[config.mk]
export PLATFORM = sky130hd
export DESIGN_NAME = dbg_cmd_engine
export DESIGN_NICKNAME = d
export VERILOG_FILES = /design/src/rtl/dbgc_pkg.sv /design/src/rtl/dbgc_frame_rx.sv /design/src/rtl/dbgc_seq.sv /design/src/rtl/dbgc_mem_port.sv /design/src/rtl/dbg_cmd_engine.sv
export SDC_FILE = /design/constraint.sdc
export NUM_CORES = 1
export LEC_CHECK = 0
export BUFFER_PORTS_ARGS = -buffer_cell sky130_fd_sc_hd__buf_2
export CORE_MARGIN = 2
export CORE_UTILIZATION = 50
export DETAILED_ROUTE_END_ITERATION = 10
export PLACE_DENSITY = 0.74
export SLEW_MARGIN = 10
export SYNTH_ARGS = -nofsm -noshare
export SYNTH_HDL_FRONTEND = slang
export SYNTH_SLANG_ARGS = --single-unit
[constraint.sdc]
create_clock -name clk -period 2.4 [get_ports clk]
set_clock_uncertainty 0.15 [all_clocks]
set_input_delay 0.48 -clock clk [delete_from_list [all_inputs] [get_ports clk]]
set_output_delay 0.48 -clock clk [all_outputs]
set_load 0.005 [all_outputs]
[src/rtl/dbgc_pkg.sv]
package dbgc_pkg;

    localparam int DBGC_CH_W    = 3;
    localparam int DBGC_BYTE_W  = 8;
    localparam int DBGC_FRAME_W = DBGC_CH_W + DBGC_BYTE_W;
    localparam int DBGC_OP_W    = 4;

    typedef enum logic [DBGC_OP_W-1:0] {
        OP_NOP    = 4'd0,
        OP_RD_AT  = 4'd1,
        OP_WR_AT  = 4'd2,
        OP_RD_NX  = 4'd3,
        OP_WR_NX  = 4'd4,
        OP_CSR    = 4'd5,
        OP_HALT   = 4'd6,
        OP_CPURST = 4'd7
    } op_e;

    typedef enum logic [2:0] {
        SQ_IDLE,
        SQ_ADDR,
        SQ_DATA,
        SQ_CVAL,
        SQ_CSEL
    } seq_st_e;

    typedef struct packed {
        logic                   go;
        logic                   we;
        logic [DBGC_BYTE_W-1:0] data;
    } mem_issue_t;

    function automatic op_e op_of(input logic [DBGC_BYTE_W-1:0] v);
        return op_e'(v[DBGC_BYTE_W-1 -: DBGC_OP_W]);
    endfunction

endpackage

[src/rtl/dbgc_frame_rx.sv]
module dbgc_frame_rx
    import dbgc_pkg::*;
#(
    parameter int CHAN = 0
) (
    input  logic                     frm_valid,
    input  logic [DBGC_FRAME_W-1:0]  frm_data,
    input  logic                     busy,
    output logic                     acc_o,
    output logic [DBGC_BYTE_W-1:0]   val_o
);
    localparam logic [DBGC_CH_W-1:0] OWN_CH = DBGC_CH_W'(CHAN);

    logic [DBGC_CH_W-1:0] ch;

    always_comb begin
        ch    = frm_data[DBGC_CH_W-1:0];
        val_o = frm_data[DBGC_FRAME_W-1:DBGC_CH_W];
        acc_o = frm_valid && (ch == OWN_CH) && !busy;
    end
endmodule

[src/rtl/dbgc_seq.sv]
module dbgc_seq
    import dbgc_pkg::*;
#(
    parameter int ADDR_W = 32,
    parameter int INC_W  = 16,
    parameter int CSR_W  = 32,
    parameter int SEL_W  = 8
) (
    input  logic                    clk,
    input  logic                    rst,
    input  logic                    acc_i,
    input  logic [DBGC_BYTE_W-1:0]  val_i,
    output logic [ADDR_W-1:0]       addr_o,
    output mem_issue_t              iss_o,
    output logic                    csr_we_o,
    output logic [SEL_W-1:0]        csr_sel_o,
    output logic [CSR_W-1:0]        csr_wdata_o,
    output logic                    halt_o,
    output logic                    cpurst_o
);
    localparam int ADDR_N = ADDR_W / DBGC_BYTE_W;
    localparam int CVAL_N = CSR_W / DBGC_BYTE_W;
    localparam int CNT_W  = $clog2(ADDR_N + CVAL_N);
    localparam logic [CNT_W-1:0] ADDR_LAST = CNT_W'(ADDR_N - 1);
    localparam logic [CNT_W-1:0] CVAL_LAST = CNT_W'(CVAL_N - 1);

    seq_st_e           st_q;
    logic [CNT_W-1:0]  cnt_q;
    logic              op_wr_q;
    logic              nxt_q;
    logic [ADDR_W-1:0] addr_q;
    logic [CSR_W-1:0]  cval_q;
    logic              bump;
    op_e               op;

    function automatic logic [ADDR_W-1:0] step_addr(input logic [ADDR_W-1:0] a);
        return {a[ADDR_W-1:INC_W], a[INC_W-1:0] + 1'b1};
    endfunction

    always_comb begin
        op         = op_of(val_i);
        iss_o.go   = 1'b0;
        iss_o.we   = 1'b0;
        iss_o.data = val_i;
        bump       = 1'b0;
        if (acc_i) begin
            unique case (st_q)
                SQ_IDLE: if (op == OP_RD_NX) begin
                    iss_o.go = 1'b1;
                    bump     = 1'b1;
                end
                SQ_ADDR: if (cnt_q == ADDR_LAST && !op_wr_q) iss_o.go = 1'b1;
                SQ_DATA: begin
                    iss_o.go = 1'b1;
                    iss_o.we = 1'b1;
                    bump     = nxt_q;
                end
                default: ;
            endcase
        end
    end

    always_ff @(posedge clk) begin
        if (rst) begin
            st_q      <= SQ_IDLE;
            cnt_q     <= '0;
            op_wr_q   <= 1'b0;
            nxt_q     <= 1'b0;
            addr_q    <= '0;
            cval_q    <= '0;
            csr_we_o  <= 1'b0;
            csr_sel_o <= '0;
            halt_o    <= 1'b0;
            cpurst_o  <= 1'b0;
        end else begin
            csr_we_o <= 1'b0;
            halt_o   <= 1'b0;
            cpurst_o <= 1'b0;
            if (bump) addr_q <= step_addr(addr_q);
            if (acc_i) begin
                unique case (st_q)
                    SQ_IDLE: begin
                        cnt_q <= '0;
                        nxt_q <= (op == OP_WR_NX);
                        case (op)
                            OP_RD_AT:  begin st_q <= SQ_ADDR; op_wr_q <= 1'b0; end
                            OP_WR_AT:  begin st_q <= SQ_ADDR; op_wr_q <= 1'b1; end
                            OP_WR_NX:  st_q <= SQ_DATA;
                            OP_CSR:    st_q <= SQ_CVAL;
                            OP_HALT:   halt_o   <= 1'b1;
                            OP_CPURST: cpurst_o <= 1'b1;
                            default:   ;
                        endcase
                    end
                    SQ_ADDR: begin
                        addr_q <= {addr_q[ADDR_W-DBGC_BYTE_W-1:0], val_i};
                        cnt_q  <= cnt_q + 1'b1;
                        if (cnt_q == ADDR_LAST) st_q <= op_wr_q ? SQ_DATA : SQ_IDLE;
                    end
                    SQ_DATA: st_q <= SQ_IDLE;
                    SQ_CVAL: begin
                        cval_q <= {cval_q[CSR_W-DBGC_BYTE_W-1:0], val_i};
                        cnt_q  <= cnt_q + 1'b1;
                        if (cnt_q == CVAL_LAST) st_q <= SQ_CSEL;
                    end
                    SQ_CSEL: begin
                        csr_we_o  <= 1'b1;
                        csr_sel_o <= val_i[SEL_W-1:0];
                        st_q      <= SQ_IDLE;
                    end
                    default: st_q <= SQ_IDLE;
                endcase
            end
        end
    end

    assign addr_o      = addr_q;
    assign csr_wdata_o = cval_q;

    AST_HALT_ONE_CYCLE: assert property (@(posedge clk) disable iff (rst)
        halt_o |=> !halt_o) else $error("halt pulse too long");
    AST_CPURST_ONE_CYCLE: assert property (@(posedge clk) disable iff (rst)
        cpurst_o |=> !cpurst_o) else $error("reset pulse too long");
    AST_CSR_STROBE_ONE: assert property (@(posedge clk) disable iff (rst)
        csr_we_o |=> !csr_we_o) else $error("csr strobe too long");
    AST_CTRL_EXCLUSIVE: assert property (@(posedge clk) disable iff (rst)
        $onehot0({csr_we_o, halt_o, cpurst_o})) else $error("control pulses overlap");
    AST_STEP_KEEPS_HIGH: assert property (@(posedge clk) disable iff (rst)
        bump |=> addr_q[ADDR_W-1:INC_W] == $past(addr_q[ADDR_W-1:INC_W]))
        else $error("increment crossed the low boundary");
endmodule

[src/rtl/dbgc_mem_port.sv]
module dbgc_mem_port
    import dbgc_pkg::*;
#(
    parameter int ADDR_W = 32
) (
    input  logic                    clk,
    input  logic                    rst,
    input  mem_issue_t              iss_i,
    input  logic [ADDR_W-1:0]       addr_i,
    input  logic                    ack_i,
    input  logic [DBGC_BYTE_W-1:0]  rdata_i,
    output logic                    req_o,
    output logic                    we_o,
    output logic [DBGC_BYTE_W-1:0]  wdata_o,
    output logic [DBGC_BYTE_W-1:0]  rdbk_o
);
    always_ff @(posedge clk) begin
        if (rst) begin
            req_o   <= 1'b0;
            we_o    <= 1'b0;
            wdata_o <= '0;
            rdbk_o  <= '0;
        end else if (req_o) begin
            if (ack_i) begin
                req_o <= 1'b0;
                if (!we_o) rdbk_o <= rdata_i;
            end
        end else if (iss_i.go) begin
            req_o   <= 1'b1;
            we_o    <= iss_i.we;
            wdata_o <= iss_i.data;
        end
    end

    AST_REQ_HOLD: assert property (@(posedge clk) disable iff (rst)
        req_o && !ack_i |=> req_o && $stable(addr_i) && $stable(we_o))
        else $error("request dropped or changed before ack");
    AST_ACK_ENDS_REQ: assert property (@(posedge clk) disable iff (rst)
        req_o && ack_i |=> !req_o) else $error("request outlived ack");
    AST_NO_ISSUE_BUSY: assert property (@(posedge clk) disable iff (rst)
        req_o |-> !iss_i.go) else $error("issue while busy");
    AST_RDBK_ONLY_ON_READ: assert property (@(posedge clk) disable iff (rst)
        !(req_o && ack_i && !we_o) |=> $stable(rdbk_o))
        else $error("readback changed without a read ack");
endmodule

[src/rtl/dbg_cmd_engine.sv]
module dbg_cmd_engine
    import dbgc_pkg::*;
#(
    parameter int ADDR_W = 32,
    parameter int INC_W  = 16,
    parameter int CSR_W  = 32,
    parameter int SEL_W  = 8,
    parameter int CHAN   = 0
) (
    input  logic                    clk,
    input  logic                    rst,
    input  logic                    frm_valid,
    input  logic [DBGC_FRAME_W-1:0] frm_data,
    output logic [DBGC_FRAME_W-1:0] cap_word,
    output logic                    mem_req,
    output logic                    mem_we,
    output logic [ADDR_W-1:0]       mem_addr,
    output logic [DBGC_BYTE_W-1:0]  mem_wdata,
    input  logic                    mem_ack,
    input  logic [DBGC_BYTE_W-1:0]  mem_rdata,
    output logic                    csr_we,
    output logic [SEL_W-1:0]        csr_sel,
    output logic [CSR_W-1:0]        csr_wdata,
    output logic                    cpu_break,
    output logic                    cpu_reset
);
    logic                   acc;
    logic [DBGC_BYTE_W-1:0] val;
    logic [DBGC_BYTE_W-1:0] rdbk;
    mem_issue_t             iss;

    dbgc_frame_rx #(.CHAN(CHAN)) u_rx (
        .frm_valid (frm_valid),
        .frm_data  (frm_data),
        .busy      (mem_req),
        .acc_o     (acc),
        .val_o     (val)
    );

    dbgc_seq #(.ADDR_W(ADDR_W), .INC_W(INC_W), .CSR_W(CSR_W), .SEL_W(SEL_W)) u_seq (
        .clk         (clk),
        .rst         (rst),
        .acc_i       (acc),
        .val_i       (val),
        .addr_o      (mem_addr),
        .iss_o       (iss),
        .csr_we_o    (csr_we),
        .csr_sel_o   (csr_sel),
        .csr_wdata_o (csr_wdata),
        .halt_o      (cpu_break),
        .cpurst_o    (cpu_reset)
    );

    dbgc_mem_port #(.ADDR_W(ADDR_W)) u_mem (
        .clk     (clk),
        .rst     (rst),
        .iss_i   (iss),
        .addr_i  (mem_addr),
        .ack_i   (mem_ack),
        .rdata_i (mem_rdata),
        .req_o   (mem_req),
        .we_o    (mem_we),
        .wdata_o (mem_wdata),
        .rdbk_o  (rdbk)
    );

    assign cap_word = {rdbk, mem_req, 2'b00};
endmodule

== After elaboration in Yosys (flattened, before gate mapping) ==
Cells that the tools add are included.

* Reduce and logical (&&, ||, !) cells: 21
* Multiplexer cells: 23
* Add/sub/neg operators: 2
* Bitwise operators: 4
* Equal/unequal tests: 15

{| class="wikitable"
|+ Operator list
! cell !! number
|-
| two-way mux 32 bit || 2
|-
| one-hot mux 3 bit (3 select lines) || 2
|-
| adder 16 x 1 -> 16 bit, second input constant || 1
|-
| == test 4 x 3 -> 1 bit, second input constant || 4
|-
| two-way mux 16 bit || 1
|-
| two-way mux 1 bit || 10
|-
| AND reduction 2 bit || 5
|-
| == test 3 x 2 -> 1 bit, second input constant || 3
|-
| == test 4 x 2 -> 1 bit, second input constant || 2
|-
| logical NOT 3 bit || 2
|-
| two-way mux 3 bit || 2
|-
| one-hot mux 3 bit (2 select lines) || 1
|-
| AND reduction 3 bit || 2
|-
| OR reduction 2 bit || 3
|-
| == test 4 x 1 -> 1 bit, second input constant || 1
|-
| two-way mux 2 bit || 2
|-
| != test 2 x 1 -> 1 bit, second input constant || 2
|-
| != test 4 x 3 -> 1 bit, second input constant || 1
|-
| inverter 1 bit || 4
|-
| one-hot mux 1 bit (2 select lines) || 2
|-
| AND reduction 4 bit || 1
|-
| nonzero test 2 bit || 2
|-
| adder 3 x 1 -> 3 bit, second input constant || 1
|-
| == test 3 x 1 -> 1 bit, second input constant || 1
|-
| 5 further kinds || 8
|}

* Word-level logic and storage cells: 79
* Input port bits: 23
* Output and inout bits: 96
* Register bits after elaboration: 101

== Depth between registers and ports, before layout ==
Gate-level depths: netlist of the first run.

* Word-level depth: 7
* Depth in mapped cells: 7
* Mapped depth without buffers: 6

== Modules after synthesis ==
Synthesis of the first run repeated with hierarchy kept, for this count alone.

* Cell total of the unflattened synthesis: 550
* Area total of the unflattened synthesis: 4,305.4 um2

{| class="wikitable"
|+ Modules (own cells, without submodules)
! module !! instances !! cells each !! area an instance (um2) !! sequential area each (um2)
|-
| dbgc_seq || 1 || 456 || 3,558.4 || 1,661.6
|-
| dbgc_mem_port || 1 || 80 || 641.9 || 360.3
|-
| dbgc_frame_rx || 1 || 10 || 78.8 || 0.0
|-
| dbg_cmd_engine || 1 || 4 || 26.3 || 0.0
|}

== Least setup slack after synthesis of the first run ==
No wires, ideal clock.

* Kind: in2reg
* Start: input port frm_data[1]
* End: register u_seq.cval_q[4] (netlist: u_seq.csr_wdata_o[4])
* Stages: 6
* Setup time: 0.072 ns
* Slack: 0.240 ns
* Data required time: 2.178 ns
* Path buffers: 2
* Data arrival time: 1.938 ns
* Cells stage by stage: or4b_4 nor3_4 and3_1 buf_4 buf_12 mux2i_1

* Word-level cells in the longest chain between the ends: 4

{| class="wikitable"
|+ RTL lines
! item !! line !! text
|-
| start: declaration || dbg_cmd_engine.sv:13 || <nowiki>input logic [DBGC_FRAME_W-1:0] frm_data,</nowiki>
|-
| logical NOT 3 bit || dbgc_frame_rx.sv:19 || <nowiki>acc_o = frm_valid && (ch == OWN_CH) && !busy;</nowiki>
|-
| logical AND 1 bit (2 in series) || dbgc_frame_rx.sv:19 ||
|-
| AND reduction 2 bit (no source line) || n/a ||
|-
| end signal: assignment || dbgc_seq.sv:102 || <nowiki>cval_q <= {cval_q[CSR_W-DBGC_BYTE_W-1:0], val_i};</nowiki>
|-
| end: declaration || dbgc_seq.sv:32 || <nowiki>logic [CSR_W-1:0] cval_q;</nowiki>
|}

No other way between the ends.
A chain may end at the register's enable or synchronous reset.

== Worst setup path in the final report of the first run ==
* Start: register u_mem.req_o
* End: register u_seq.cval_q[4] (netlist: u_seq.csr_wdata_o[4])

* Word-level cells in the longest chain between the ends: 3

{| class="wikitable"
|+ RTL lines
! item !! line !! text
|-
| start: declaration || dbgc_mem_port.sv:12 || <nowiki>output logic req_o,</nowiki>
|-
| start signal: assignment || dbgc_mem_port.sv:19 || <nowiki>req_o <= 1'b0;</nowiki>
|-
| start signal: assignment || dbgc_mem_port.sv:25 || <nowiki>req_o <= 1'b0;</nowiki>
|-
| start signal: assignment || dbgc_mem_port.sv:29 || <nowiki>req_o <= 1'b1;</nowiki>
|-
| logical NOT 1 bit || dbgc_frame_rx.sv:19 ||
|-
| logical AND 1 bit || dbgc_frame_rx.sv:19 ||
|-
| AND reduction 2 bit (no source line) || n/a ||
|}

No other way between the ends.

==> results of run 1 <==
[worst max-delay path: cells and delay by family, from the launching register on]
| family | cells | cell delay, ps |
|---|---|---|
| multiplexers | 1 | 210 |
| buffers and inverters | 1 | 200 |
| flip-flops | 1 | 320 |
| AND/OR/NAND/NOR | 3 | 1090 |
[area by class of cell]
| type | instances | share of cell area [%] |
|---|---|---|
| Clock buffer | 11 | 2.801 |
| Tap cell | 108 | 2.500 |
| Clock inverter | 5 | 0.6481 |
| Multi-Input combinational cell | 350 | 41.44 |
| Timing Repair Buffer | 138 | 14.72 |
| Sequential cell | 101 | 37.41 |
| Inverter | 7 | 0.4861 |
[power by group through the flow]
| stage | combinational, mW | sequential (mW) | clock, mW |
|---|---|---|---|
| final | 0.145 | 1.69 | 1.02 |
| after global routing | 0.158 | 1.69 | 1.12 |
| after CTS | 0.144 | 1.69 | 1.04 |
| after floorplan | 0.0881 | 1.72 | 0 |
| after detailed placement | 0.143 | 1.73 | 0 |
| after global placement | 0.140 | 1.73 | 0 |
[worst min path at each step]
stage | from | to | slack (ps) | cells after the start
2_1_floorplan | u_seq.addr_o[24] | u_seq.addr_o[24] | 300 | 2
3_3_place_gp | u_seq.addr_o[27] | u_seq.addr_o[27] | 280 | 2
3_5_place_dp | u_seq.addr_o[28] | u_seq.addr_o[28] | 290 | 2
4_1_cts | mem_rdata[6] | u_mem.rdbk_o[6] | 180 | 3
5_1_grt | mem_rdata[3] | u_mem.rdbk_o[3] | 180 | 3
6_report | mem_rdata[7] | u_mem.rdbk_o[7] | 190 | 3
[sequential cells by signal, summed over array words and instances, names as in the netlist]
signal and flops:
u_seq.halt_o 1, u_mem.wdata_o 8, u_mem.we_o 1, u_mem.rdbk_o 8
u_seq.op_wr_q 1, u_seq.addr_o 32, u_mem.req_o 1, u_seq.cpurst_o 1
u_seq.csr_we_o 1, u_seq.csr_wdata_o 32, u_seq.cnt_q 3, u_seq.csr_sel_o 8
u_seq.st_q 3, u_seq.nxt_q 1
[cells in the mapped netlist (3+ instances only)]
| cell | number | area, sq um |
|---|---|---|
| nand3_1 | 13 | 65.06 |
| nand2b_1 | 6 | 37.54 |
| o41ai_1 | 3 | 26.28 |
| nand4b_1 | 3 | 26.28 |
| nor3_1 | 11 | 55.05 |
| o211ai_1 | 4 | 30.03 |
| a211o_1 | 4 | 35.03 |
| nor4_1 | 8 | 50.05 |
| nand3b_1 | 6 | 45.04 |
| a21oi_1 | 23 | 115.1 |
| o21ai_0 | 10 | 50.05 |
| a211oi_1 | 8 | 60.06 |
| nor2_1 | 32 | 120.1 |
| and4_1 | 6 | 52.55 |
| nand2_1 | 88 | 330.3 |
| a31oi_1 | 5 | 31.28 |
| and3_1 | 5 | 31.28 |
| dfxtp_1 | 101 | 2022 |
| inv_1 | 7 | 26.28 |
| buf_4 | 7 | 52.55 |
| o31ai_1 | 3 | 22.52 |
| buf_2 | 5 | 25.02 |
| mux2i_1 | 56 | 560.5 |
| ha_1 | 3 | 37.54 |
| nand4_1 | 12 | 75.07 |
| a311oi_1 | 5 | 43.79 |
| clkbuf_1 | 29 | 108.9 |
[logic make-up after synthesis]
| family | Yosys count |
|---|---|
| AO/OA/AOI/OAI | 81 |
| XOR/XNOR | 1 |
| adder cells (fa/ha/maj) | 3 |
| buffers and inverters | 51 |
| flip-flops | 101 |
| multiplexers | 56 |
| other | 1 |
| AND/OR/NAND/NOR | 207 |
[stage by stage]
step / util [%] / instance area [sq um] / std cells / setup WS, ps
2_1_floorplan: - / 4519 / 502 / 240.2
4_1_cts: 61.98 / 5405 / 720 / 319.2
3_5_place_dp: 59.84 / 5219 / 704 / 4.456
5_1_grt: 61.98 / 5405 / 720 / 205.0
6_report: 61.98 / 5405 / 720 / 336.5
3_3_place_gp: 59.84 / 5219 / 704 / 73.91
[per-layer routing]
metal	global-route usage [%]	wire (um)	up-vias
met5	0	0	-
met4	9.800	193	0
met3	4.752	755	16
met2	37.37	5447	155
met1	31.83	5009	1968
li1	-	-	1996
==> run metrics, run 1 <==
# DRC 0; Slew Limit Fails 0; Final setup violation count 0; RR Startpoint u_mem.req_o; Synth Area in Compound Gates 12.27%; Core ar. 8721 sq um; Async SR Flop Fraction 0%; CP Launch Point u_mem.req_o; post-CTS setup buffer count 0; XOR/XNOR Fraction of Synth Area 0.1940%; Mapped Cells approximately 500; Least-Margin Pin Slew approximately 660 ps; CTS tree built; commonest non-fill, non-tap cell in the layout buf_2; RSZ-0062 raised after global routing false; FF/Latch Area 2022 sq um; drt first-iter violations 231; # hold bufs at CTS 0; static leakage 2.353 nW; HPWL Detailed a little over 8000 um; crit path kind reg -> reg; sw frac 24.06%; Setup TNS 0 ps; P per Cell Area 527.0 nW/um^2; die extent in y 99.03 um; vias in the first global route 3928; R2R depth 5; status finished, final reports clean; count of state elements after synthesis 101; row count 34; vias after detailed routing 4135; I/O pins 119; first-pass GRT wire length about 19000 um; Port-buffer cells 116; Clock Path Buffers 2; Peak VDD IR 0.0003218 V; Final ANT Viol Nets 0; GRT Total Usage 23.72%; ANT cells 0; Die Wd 99.03 um; end of the worst register-to-register path u_seq.csr_wdata_o[4]; EDFF count, synth 0; CP required 2550 ps; Worst Hold Class in -> reg; final worst path period need about 2100 ps; Clk pwr share 35.6%; Seq pwr share 59.3%; Post-synth top flop dfxtp_1; relative slew slack 55.66%; Crit-path slowest cell or4b_4; Final Hold Fails 0; nets@finish 633; synth warn 0; Avg Cell Area, Syn approximately 9 sq um; hold slack 191.2 ps; grt total ovfl 0; Initial DRT Pass Iterations 4; clk slew on worst S/H paths 90 ps; simple-gate share of the synthesized area roughly a quarter; Post-Route WL 11410 um; initial core utilization 51.78%; GP Congestion 0.8288; synth-to-layout area growth 19.70%; largest net degree at the start of global routing 38; CP Launch Type flip-flop; clk sink count 101; Comb power frac 5.1%; most frequent cells in the layout buf_2 (116), dfxtp_1 (101), nand2_1 (88); initial antenna violation count 0; die footprint 9807 sq um; worst setup path end u_seq.csr_wdata_o[4]; NetSw 0.6853 mW; r2r setup slk about 340 ps; mux cell area share after synthesis 12.41%; clock latency on the worst-skew pair 370 ps; root buffer cell clkbuf_8; # Max-Cap Violations 0; Power, Total 2.849 mW; CTS resizes 0; multi-input logic area 2240 sq um; critical-path cell list or4b_4 -> nor3_4 -> and3_1 -> buf_12 -> mux2i_1; Max Freq slightly below 500 MHz; final worst-path cycle share 85.98%; post-synthesis adder-cell area fraction 0.8313%; CP peak stage delay 600 ps; CTS buffer count 9; Post-Synthesis Cell Area 4516 sq um; CP arrival between 2000 and 2500 ps; WL per Instance 15.84 um; largest family of logic cells by synthesized area simple AND/OR/NAND/NOR gates; P_int approximately 2.2 mW; via/cell ratio 5.743; share of layout cells above drive strength 1 27.94%; worst-path fanout max 21; htree depth 3; Seq/Total Area, Yosys 44.78%; Yosys cell types 57; Fill cells 778; Worst Setup End Kind flip-flop
Note: power is estimated with default switching activity, not from simulation.
==> run 2, diff against run 1 <==
--- a/config.mk
+++ b/config.mk
@@ -6,10 +6,12 @@
 export NUM_CORES = 1
 export LEC_CHECK = 0
 export BUFFER_PORTS_ARGS = -buffer_cell sky130_fd_sc_hd__buf_2
+export CELL_PAD_IN_SITES_DETAIL_PLACEMENT = 1
+export CELL_PAD_IN_SITES_GLOBAL_PLACEMENT = 2
 export CORE_MARGIN = 2
-export CORE_UTILIZATION = 50
+export CORE_UTILIZATION = 31
 export DETAILED_ROUTE_END_ITERATION = 10
-export PLACE_DENSITY = 0.74
+export PLACE_DENSITY = 0.77
 export SLEW_MARGIN = 10
 export SYNTH_ARGS = -nofsm -noshare
 export SYNTH_HDL_FRONTEND = slang
==> run 2 against run 1 <==
  * Maximum frequency fell by 6.5%
  * Clock power grew 39%
  * Critical path depth shrank 1
  * Global-route usage shrank 5.9 points
  * Power up 15%
  * Critical path type unchanged
  * Sequential power is essentially flat
  * Critical endpoint is now u_seq.addr_o[5]
  * Register-to-register slack got worse by 140 ps
  * Cell count up 11%
  * Largest cell class unchanged
  * Non-clock buffer count rose by 3
  * First-iteration DRC count down 16%
==> run metrics, run 2 (synthesized netlist as in run 1, its figures left out) <==
status finished, final reports clean; initial core utilization 31.43% (-20 points); Final setup violation count 0 (unchanged); ANT cells 0 (unchanged); Slew Limit Fails 0 (unchanged); crit path kind reg -> reg; Core ar. 14370 sq um (+65%); share of layout cells above drive strength 1 28.29% (+0.35 points); CP Launch Type flip-flop; GP Congestion 0.7800 (-5.9%); vias after detailed routing 4152 (+0.41%); final worst-path cycle share 91.96% (+6.0 points); WL per Instance 16.97 um (+7.1%); post-CTS setup buffer count 0 (unchanged); clock latency on the worst-skew pair 350 ps (-20 ps); hold wc startpoint mem_rdata[7]; Initial DRT Pass Iterations 4 (unchanged); CTS tree built; CP required 2510 ps (-40 ps); static leakage 2.410 nW (+2.5%); critical-path cell list inv_1 -> a32oi_1 -> o31ai_1 -> a311oi_1; clk sink count 101 (unchanged); R2R depth 4 (-1); initial antenna violation count 0 (unchanged); worst-path fanout max 10 (-52%); r2r setup slk 190 ps (-140 ps); hold-critical path depth 3 (unchanged); nets@finish 636 (+0.47%); Hold Path Sink u_mem.rdbk_o[7]; Post-Route WL 13560 um (+19%); final instance count without filler cells 799 (+11%); Crit-path slowest cell dfxtp_1; Clock Path Buffers 2 (unchanged); GRT Total Usage 17.80% (-5.9 points); clk slew on worst S/H paths 70 ps (-20 ps); via/cell ratio 5.196 (-9.5%); synth-to-layout area growth 24.27%; CP peak stage delay 650 ps (+50 ps); commonest non-fill, non-tap cell in the layout buf_2; CTS buffer count 9 (unchanged); Placed Cells 783 (+11%); htree depth 3 (unchanged); Buf/Inv on CP 1 (unchanged); I/O pins 119 (unchanged); RSZ-0062 raised after global routing false; row count 44 (+29%); Crit path depth 4 (-1); most frequent cells in the layout buf_2 (116), dfxtp_1 (101), nand2_1 (88); die extent in y 124.7 um (+26%); Max Freq 453.1 MHz (-6.5%); P per Cell Area 582.3 nW/um^2 (+10%); vias in the first global route 4221 (+7.5%); die footprint 15550 sq um (+59%); Power, Total 3.267 mW (+15%); # DRC 0 (unchanged); drt first-iter violations 193 (-16%); Fill cells 1713 (+120%); Worst Hold Class in -> reg; Port-buffer cells 116 (unchanged); Die Wd 124.7 um (+26%); Least-Margin Pin Slew 691.9 ps (+27.76 ps); Final Hold Fails 0 (unchanged); Cell Area, Placed 5324 sq um (+2.0%); Peak VDD IR 0.0003597 V (+12%); relative slew slack 53.87% (-1.8 points); Design Area, Final 5612 sq um (+3.8%); delay-heaviest family, CP compound AO/OA/AOI/OAI gates; Final ANT Viol Nets 0 (unchanged); Setup TNS 0 ps (unchanged); CP arrival 2320 ps (+110 ps); Worst Setup End Kind flip-flop; largest net degree at the start of global routing 58 (+53%); end of the worst register-to-register path u_seq.addr_o[5]; grt total ovfl 0 (unchanged); HPWL Detailed 9731 um (+19%); root buffer cell clkbuf_16; RR Startpoint u_seq.st_q[2]; final worst path period need 2207 ps (+143.6 ps); CTS resizes 0 (unchanged); # hold bufs at CTS 0 (unchanged); # Max-Cap Violations 0 (unchanged); FF/Latch Area 2022 sq um (unchanged); first-pass GRT wire length 22370 um (+18%); multi-input logic area 2240 sq um (unchanged)
## run 2: tightest hold or removal path: stages
cell,delay [ps]
buf_2,70
mux2i_1,50
nor2_1,70
## run 2: where the power goes
part           total, mW  switching (mW)  leakage [nW]  internal [mW]
combinational      0.154           0.101          1.46         0.0531
clock               1.42           0.664         0.141          0.761
sequential          1.69         0.00933         0.813           1.68
## run 2: layout make-up
| class | instances | area share, % |
|---|---|---|
| multi-input combinational | 350 | 39.91 |
| timing repair buffer | 141 | 14.36 |
| clock inverter | 5 | 0.6243 |
| tap | 184 | 4.103 |
| sequential | 101 | 36.03 |
| clock buffer | 11 | 4.504 |
| inverter | 7 | 0.4682 |
## run 2: metal layers
metal  vias to the layer above  track usage [%]  routed length, um
met4                         0            7.997                312
met1                      2048            22.52               6123
met2                        84            29.93               6614
li1                       2001                -                  -
met5                         -                0                  0
met3                        19            2.706                505
## run 2: worst max-delay path by stage
stage	slack (ps)	to	from
final	190	u_seq.addr_o[5]	u_seq.st_q[2]
after floorplan	240	u_seq.csr_wdata_o[4]	frm_data[1]
after global placement	110	u_seq.csr_wdata_o[17]	frm_data[1]
after CTS	220	u_seq.csr_wdata_o[14]	u_mem.req_o
after detailed placement	30	u_seq.csr_wdata_o[14]	frm_data[1]
after global routing	20	u_seq.addr_o[7]	u_seq.st_q[2]
## run 2: metrics by stage
stage / util, % / hold WS [ps] / worst slack [ps]
after floorplan: - / 298.2 / 240.2
after global placement: 37.05 / 286.1 / 114.8
after detailed placement: 37.05 / 295.6 / 32.70
after CTS: 39.05 / 201.2 / 224.4
after global routing: 39.05 / 209.1 / 17.19
final: 39.05 / 210.0 / 192.9
==> run 3, diff against run 2 <==
--- a/config.mk
+++ b/config.mk
@@ -8,11 +8,10 @@
 export BUFFER_PORTS_ARGS = -buffer_cell sky130_fd_sc_hd__buf_2
 export CELL_PAD_IN_SITES_DETAIL_PLACEMENT = 1
 export CELL_PAD_IN_SITES_GLOBAL_PLACEMENT = 2
-export CORE_MARGIN = 2
+export CORE_MARGIN = 4
 export CORE_UTILIZATION = 31
 export DETAILED_ROUTE_END_ITERATION = 10
-export PLACE_DENSITY = 0.77
-export SLEW_MARGIN = 10
+export PLACE_DENSITY_LB_ADDON = 0.1
 export SYNTH_ARGS = -nofsm -noshare
 export SYNTH_HDL_FRONTEND = slang
 export SYNTH_SLANG_ARGS = --single-unit
==> run 3 against run 2 <==
  * Cell count shrank 0.13%
  * Global-route usage decreased by 0.96 points
  * Count of clock-buffer cells in the layout unchanged
  * Die area grew 6.5%
  * Sequential share of layout area fell by 0.26 points
  * Via count down 0.60%
  * Worst setup slack better by 81 ps
  * Routed wire length grew 2.1%
  * Design area rose by 0.74%
  * Clock power about the same
  * Critical endpoint is now u_seq.addr_o[7]
  * Largest cell class unchanged
  * Highest routed layer unchanged
==> run metrics, run 3 (synthesized netlist as in run 1, its figures left out) <==
multi-input logic area 2240 sq um (unchanged); routing usage on met3 3.113% (+0.41 points); FF/Latch Area 2022 sq um (unchanged); CP Launch Point u_seq.st_q[2]; via/cell ratio 5.172 (-0.48%); Worst Setup End Kind flip-flop; share of layout cells above drive strength 1 28.48% (+0.19 points); most used routing layer met2; Final ANT Viol Nets 0 (unchanged); nets@finish 639 (+0.47%); clock latency on the worst-skew pair 350 ps (about the same); worst-path fanout max 10 (unchanged); ANT cells 0 (unchanged); Cell Area, Placed 5366 sq um (+0.80%); WL per Instance 17.34 um (+2.2%); most frequent cells in the layout buf_2 (116), dfxtp_1 (101), nand2_1 (88); # DRC 0 (unchanged); Final Hold Fails 0 (unchanged); CP arrival 2240 ps (-80 ps); P per Cell Area 578.4 nW/um^2 (-0.67%); CTS resizes 0 (unchanged); GR met2 Demand/Resource 27.74% (-2.2 points); fin worst setup slack 273.8 ps (+80.87 ps); Buf/Inv on CP 1 (unchanged); final instance count without filler cells 798 (-0.13%); Least-Margin Pin Slew 730.0 ps (+38.06 ps); GP Congestion 0.8252 (+5.8%); RR Startpoint u_seq.st_q[2]; CP required 2510 ps (about the same); clk sink count 101 (unchanged); Clock Path Buffers 2 (unchanged); grt met1 use 22.13% (-0.39 points); static leakage 2.431 nW (+0.83%); Crit-path slowest cell a32oi_1; htree depth 3 (unchanged); HPWL Detailed 9987 um (+2.6%); row count 43 (-2.3%); commonest non-fill, non-tap cell in the layout buf_2; # Max-Cap Violations 0 (unchanged); CTS buffer count 9 (unchanged); CTS tree built; Power, Total 3.270 mW (about the same); critical-path cell list inv_1 -> a32oi_1 -> o31ai_1 -> a311oi_1; Slew Limit Fails 0 (unchanged); status finished, final reports clean; die footprint 16560 sq um (+6.5%); RSZ-0062 raised after global routing false; Max Freq 470.3 MHz (+3.8%); CP Launch Type flip-flop; Die Wd 128.7 um (+3.2%); Core ar. 14100 sq um (-1.9%); die extent in y 128.7 um (+3.2%); Fill cells 1690 (-1.3%); Peak VDD IR 0.0002994 V (-17%); final worst path period need 2126 ps (-80.87 ps); Setup TNS 0 ps (unchanged); I/O pins 119 (unchanged); GRT Total Usage 16.84% (-0.96 points); Worst Hold Class in -> reg; vias after detailed routing 4127 (-0.60%); Design Area, Final 5653 sq um (+0.74%); crit path kind reg -> reg; drt first-iter violations 174 (-9.8%); post-CTS setup buffer count 0 (unchanged); Initial DRT Pass Iterations 4 (unchanged); Post-Route WL 13840 um (+2.1%); final worst-path cycle share 88.59% (-3.4 points); CP peak stage delay 660 ps (about the same); relative slew slack 51.34% (-2.5 points); Placed Cells 782 (-0.13%); hold wc startpoint mem_rdata[3]; initial antenna violation count 0 (unchanged); Port-buffer cells 116 (unchanged); root buffer cell clkbuf_16; # hold bufs at CTS 0 (unchanged); vias in the first global route 4194 (-0.64%); clk slew on worst S/H paths 70 ps (about the same); first-pass GRT wire length 22340 um (-0.15%); initial core utilization 32.03% (+0.61 points); largest net degree at the start of global routing 67 (+16%); grt total ovfl 0 (unchanged); pre-CTS WS 71.01 ps (+38.31 ps); Final setup violation count 0 (unchanged); synth-to-layout area growth 25.19%; delay-heaviest family, CP compound AO/OA/AOI/OAI gates
-- run 3: worst paths after layout --
kind	to	slack [ps]	cells after the start
worst max register to register	u_seq.addr_o[7]	270	4
worst max-delay path	u_seq.addr_o[7]	270	4
worst min-delay path	u_mem.rdbk_o[3]	210	3
worst min register to register	u_seq.addr_o[26]	300	2
-- run 3: where the power goes --
group          internal, mW  switching, mW  total, mW
registers              1.68        0.00857       1.69
logic                0.0585          0.102      0.161
clock network         0.746          0.675       1.42
-- run 3: cell type report --
| type | count | share of cell area [%] |
|---|---|---|
| inverter | 7 | 0.4648 |
| multi-input combinational | 350 | 39.62 |
| tap | 180 | 3.984 |
| sequential | 101 | 35.77 |
| clock inverter | 5 | 0.7747 |
| clock buffer | 11 | 4.294 |
| timing repair buffer | 144 | 15.10 |
-- run 3: per-stage QoR --
step           hold WS, ps  util [%]
3_3_place_gp         284.7     38.07
3_5_place_dp         299.2     38.07
4_1_cts              202.5     40.10
6_report             211.5     40.10
5_1_grt              205.5     40.10
2_1_floorplan        298.2         -
-- run 3: tightest hold or removal path, cell delays in order --
cell,delay [ps]
buf_2,70
mux2i_1,50
nor2_1,70
-- run 3: routing by layer --
metal	share of wire [%]	wire length, um
met5	0	0
met4	1.4	190
met3	4.1	562
met2	48	6711
met1	46	6374
